===== config.mk =====
export PLATFORM = sky130hd
export DESIGN_NAME = irq_capture_latch
export DESIGN_NICKNAME = d
export VERILOG_FILES = /design/src/rtl/irq_latch_pkg.sv /design/src/rtl/irq_mode_reg.sv /design/src/rtl/irq_clear_decode.sv /design/src/rtl/irq_line_cell.sv /design/src/rtl/irq_capture_latch.sv
export SDC_FILE = /design/constraint.sdc
export NUM_CORES = 1
export LEC_CHECK = 0
export ABC_AREA = 1
export BUFFER_PORTS_ARGS = -buffer_cell sky130_fd_sc_hd__buf_2
export CAP_MARGIN = 40
export CORE_MARGIN = 2
export CORE_UTILIZATION = 31
export DETAILED_ROUTE_END_ITERATION = 10
export SYNTH_ARGS = -nofsm -noshare
export SYNTH_HDL_FRONTEND = slang
export SYNTH_SLANG_ARGS = --single-unit

===== constraint.sdc =====
create_clock -name clk -period 1.3 [get_ports clk]
set_input_delay 0.26 -clock clk [delete_from_list [all_inputs] [get_ports clk]]
set_output_delay 0.26 -clock clk [all_outputs]
set_load 0.05 [all_outputs]

===== src/rtl/irq_latch_pkg.sv =====
// Package: shared encodings for the interrupt request latch.
// Assumes: one mode bit per request line.
package irq_latch_pkg;
    // Encoding of one trigger-mode bit
    typedef enum logic {
        TRIG_EDGE  = 1'b0,
        TRIG_LEVEL = 1'b1
    } trig_mode_e;
endpackage


===== src/rtl/irq_mode_reg.sv =====
// Trigger-mode register. It holds one mode bit per line.
// Writes are ANDed with the constant WMASK, so masked bits stay 0.
// It is not touched by the initialization pulse, only by rst_n.
module irq_mode_reg #(
    parameter int              NUM_LINES = 8,
    parameter int              REG_W     = 8,
    parameter logic [NUM_LINES-1:0] WMASK = 8'hF8
) (
    input  logic                 clk,
    input  logic                 rst_n,
    input  logic                 wr_en,
    input  logic [REG_W-1:0]     wdata,
    output logic [NUM_LINES-1:0] mode_q,
    output logic [REG_W-1:0]     rdata
);
    localparam int USED_W = (NUM_LINES < REG_W) ? NUM_LINES : REG_W;

    logic [NUM_LINES-1:0] wr_val;

    // Widen or trim write data to the line count
    always_comb begin
        wr_val = '0;
        wr_val[USED_W-1:0] = wdata[USED_W-1:0];
    end

    // Store masked write data
    always_ff @(posedge clk) begin
        if (!rst_n)
            mode_q <= '0;
        else if (wr_en)
            mode_q <= wr_val & WMASK;
    end

    // Present the stored mode on the byte read port
    always_comb begin
        rdata = '0;
        rdata[USED_W-1:0] = mode_q[USED_W-1:0];
    end
endmodule


===== src/rtl/irq_clear_decode.sv =====
// Clear-pulse decoder. It turns the acknowledge and poll indices into
// one-hot per-line hit vectors. An index beyond the line count hits nothing.
module irq_clear_decode #(
    parameter int NUM_LINES = 8,
    parameter int SEL_W     = 3
) (
    input  logic                 ack_valid,
    input  logic [SEL_W-1:0]     ack_sel,
    input  logic                 poll_valid,
    input  logic [SEL_W-1:0]     poll_sel,
    output logic [NUM_LINES-1:0] ack_hit,
    output logic [NUM_LINES-1:0] poll_hit
);
    for (genvar i = 0; i < NUM_LINES; i++) begin : g_dec
        // Compare each index against this line number
        always_comb begin
            ack_hit[i]  = ack_valid  && (ack_sel  == SEL_W'(i));
            poll_hit[i] = poll_valid && (poll_sel == SEL_W'(i));
        end
    end
endmodule


===== src/rtl/irq_line_cell.sv =====
// Capture cell for one request line.
// It holds the pending bit and the last sampled level of the line.
// Level mode: pending follows the line, and a poll blanks it for one cycle.
// Edge mode: a rise sets pending. An acknowledge or poll clears it,
// but a rise at the same edge wins.
// Assumes line_in is already synchronous to clk.
module irq_line_cell
    import irq_latch_pkg::*;
(
    input  logic clk,
    input  logic rst_n,
    input  logic init_clr,
    input  logic line_in,
    input  logic level_mode,
    input  logic ack_hit,
    input  logic poll_hit,
    output logic pend_q
);
    logic last_q;
    logic rise;
    logic pend_d;

    // Detect a low-to-high change against the previous sample
    always_comb rise = line_in && !last_q;

    // Next pending value for the selected trigger mode
    always_comb begin
        if (trig_mode_e'(level_mode) == TRIG_LEVEL)
            pend_d = line_in && !poll_hit;
        else
            pend_d = rise || (pend_q && !(ack_hit || poll_hit));
    end

    // Pending and last-level registers
    always_ff @(posedge clk) begin
        if (!rst_n || init_clr) begin
            pend_q <= 1'b0;
            last_q <= 1'b0;
        end else begin
            pend_q <= pend_d;
            last_q <= line_in;
        end
    end
endmodule


===== src/rtl/irq_capture_latch.sv =====
// Top of the interrupt request latch. It joins the trigger-mode register,
// the clear decoder and one capture cell per line.
// Assumes irq_in is synchronous and that clears are single-cycle pulses.
module irq_capture_latch #(
    parameter int                   NUM_LINES  = 8,
    parameter int                   REG_W      = 8,
    parameter logic [NUM_LINES-1:0] MODE_WMASK = 8'hF8,
    localparam int                  SEL_W      = (NUM_LINES > 1) ? $clog2(NUM_LINES) : 1
) (
    input  logic                 clk,
    input  logic                 rst_n,
    input  logic                 init_clr,
    input  logic [NUM_LINES-1:0] irq_in,
    input  logic                 ack_valid,
    input  logic [SEL_W-1:0]     ack_sel,
    input  logic                 poll_valid,
    input  logic [SEL_W-1:0]     poll_sel,
    input  logic                 mode_wr,
    input  logic [REG_W-1:0]     mode_wdata,
    output logic [REG_W-1:0]     mode_rdata,
    output logic [NUM_LINES-1:0] pend_o,
    output logic [NUM_LINES-1:0] mode_o
);
    logic [NUM_LINES-1:0] ack_hit;
    logic [NUM_LINES-1:0] poll_hit;

    irq_mode_reg #(
        .NUM_LINES (NUM_LINES),
        .REG_W     (REG_W),
        .WMASK     (MODE_WMASK)
    ) mode_reg_i (
        .clk    (clk),
        .rst_n  (rst_n),
        .wr_en  (mode_wr),
        .wdata  (mode_wdata),
        .mode_q (mode_o),
        .rdata  (mode_rdata)
    );

    irq_clear_decode #(
        .NUM_LINES (NUM_LINES),
        .SEL_W     (SEL_W)
    ) clr_dec_i (
        .ack_valid  (ack_valid),
        .ack_sel    (ack_sel),
        .poll_valid (poll_valid),
        .poll_sel   (poll_sel),
        .ack_hit    (ack_hit),
        .poll_hit   (poll_hit)
    );

    for (genvar i = 0; i < NUM_LINES; i++) begin : g_line
        irq_line_cell cell_i (
            .clk        (clk),
            .rst_n      (rst_n),
            .init_clr   (init_clr),
            .line_in    (irq_in[i]),
            .level_mode (mode_o[i]),
            .ack_hit    (ack_hit[i]),
            .poll_hit   (poll_hit[i]),
            .pend_q     (pend_o[i])
        );
    end
endmodule


==> reports/results.txt <==
CP required - 1.04 ns
CP max FO - 3
RSZ-0062 raised after global routing - no
clock skew - 0.0007814 ns
cell internal pwr - 894.4 µW
cell row count - 21
P_leak - 0.0006771 µW
Worst-path clk slew - 0.11 ns
Starting Density - 0.3271
register area - 420.4 µm²
most frequent cells in the layout - buf_2 (42), nand2_1 (27), inv_1 (23), dfxtp_1 (21), nor2_1 (20)
endpoints failing hold - 0
cell area after synthesis - 1109 µm²
fin. max-slew vios - 0
Syn Area/Cell - 7.061 µm²
Peak VDD IR - 610.7 µV
Final nets - 212
clk_lat worst skew - 0.29 ns
final core occ - 0.3629
H-tree Lvls - 1
Vias/cell - 3.991
CP Launch Type - register
P&R area growth vs syn - 10.95%
setup bufs post-CTS - 0
WL/cell - 8.712 µm
area of the die - 4070 µm²
Synth cell types - 17
global placement routability congestion - 0.8226
Fillers - 400
Top Ports - 52
#FFs+latches synth - 21
Bufs and invs on worst path - 1
largest net degree at the start of global routing - 17
Place WS - 0.3113 ns
Post-CTS Hold Buffers - 0
vias in the first global route - 746
Critical Path, Cell by Cell - buf_2
first-pass GRT wire length - 3.215 mm
clk buf depth - 2
cell family with most CP delay - flip-flops
CTS Buf Count - 3
drt drc - 0
DP Wirelength - 1.652 mm
initial drt markers - 25
CTS tree - yes
fraction of layout cells with a size suffix above 1 - 0.2951
core area - 3390 µm²
PnR worst setup slack - 0.1087 ns
Final setup viols - 0
CP max stage delay - 0.37 ns
die height - 63.80 µm
switching power of the nets - 477.7 µW
Placed Area - 1204 µm²
Tcrit/Tclk final - 0.9164
post-route cell area - 1230 µm²
Pwr per Cell Area - 1116 nW/µm²
outcome - finished, final reports clean
fmax - 839.4 MHz
setup_tns - 0 ns
synthesized instance count - 157
worst hold path class - in -> reg
initial antenna violation count - 0
Sw Share - 0.3482
Slowest-stage cell, CP - dfxtp_1
Worst Path Arrival - 0.93 ns
# diodes - 0
critical path type - reg -> out
final WL - 1.995 mm
Multi-input gate area - 421.7 µm²
clock power share - 0.225
sequential share of power - 0.505
Post-DRT Antenna Nets - 0
Seq/Total Area, Yosys - 0.3792
most common cell after layout, fill and taps aside - buf_2
hold_ws - 0.1764 ns
GRT Total Usage - 0.09993
Yosys warning total - 0
CTS-repair resized insts - 0
Die Wd - 63.80 µm
grt ovf - 0
Vias - 914
Period minus WS final - 1.191 ns
IO Port Bufs - 42
Root Driver - clkbuf_4
# Max-Cap Violations - 0
clock sink count - 21
Comb pwr share - 0.270
crit path capture type - output pin
Pre-antenna DRT Iters - 4
[Yosys cell counts]
| library cell | number | area (µm²) |
|---|---|---|
| buf_6 | 1 | 11.26 |
| inv_1 | 23 | 86.33 |
| nor2_1 | 20 | 75.07 |
| a21oi_1 | 16 | 80.08 |
| a21oi_2 | 2 | 17.52 |
| buf_4 | 24 | 180.2 |
| conb_1 | 1 | 3.750 |
| nor2_4 | 1 | 11.26 |
| inv_2 | 1 | 3.750 |
| o21ai_0 | 6 | 30.03 |
| nand3_1 | 3 | 15.01 |
| nand3b_1 | 5 | 37.54 |
| nand2_2 | 2 | 12.51 |
| dfxtp_1 | 21 | 420.4 |
| or2_2 | 3 | 18.77 |
| clkinv_1 | 1 | 3.750 |
| nand2_1 | 27 | 101.4 |
[power by group through the flow]
stage	Combinational, µW	Clock (µW)	Sequential, µW
after floorplan	341	0	705
after global placement	370	0	707
after detailed placement	372	0	708
after CTS	373	328	694
after global routing	404	355	698
final	370	309	693
[state kept, by name, summed over array words and instances, names as in the netlist]
signal,flops
g_line.cell_i.last_q,8
mode_reg_i.mode_q,5
g_line.cell_i.pend_q,8
[cell families (layout without fill, tap and decap cells)]
family,Yosys count,after routing,share of synthesized area
compound gates,24,24,0.1151
buf+inv,50,71,0.2573
flops,21,21,0.3792
other cells,1,6,0.003383
simple gates,61,61,0.2449
[layer usage]
layer  share of wire  global-route usage  vias to the layer above
met2            0.41              0.1563                       30
met3           0.081             0.04049                        2
met1            0.50              0.1277                      380
met5               0                   0                        -
met4          0.0095             0.02446                        0
li1                -                   -                      502
[through the flow]
stage / total power (µW) / std cells
2_1_floorplan: 1046 / 162
3_3_place_gp: 1077 / 225
3_5_place_dp: 1081 / 225
4_1_cts: 1395 / 229
5_1_grt: 1457 / 229
6_report: 1372 / 229
[layout make-up]
cell class	instances	area share
inverters	25	0.07630
multi-input cells	91	0.3428
clock buffers	4	0.02136
repair buffers	42	0.1709
well taps	46	0.04680
flip-flops and latches	21	0.3418
[worst paths after layout]
kind / startpoint / endpoint / slack (ns) / cells after the start
min reg2reg: g_line[2].cell_i.pend_q / g_line[2].cell_i.pend_q / 0.48 / 2
max reg2reg: mode_reg_i.mode_q[6] / g_line[6].cell_i.pend_q / 0.43 / 5
max: mode_reg_i.mode_q[6] / mode_rdata[6] / 0.11 / 1
min: irq_in[2] / g_line[2].cell_i.last_q / 0.18 / 3
No activity file was read; power rests on OpenSTA's default activity.
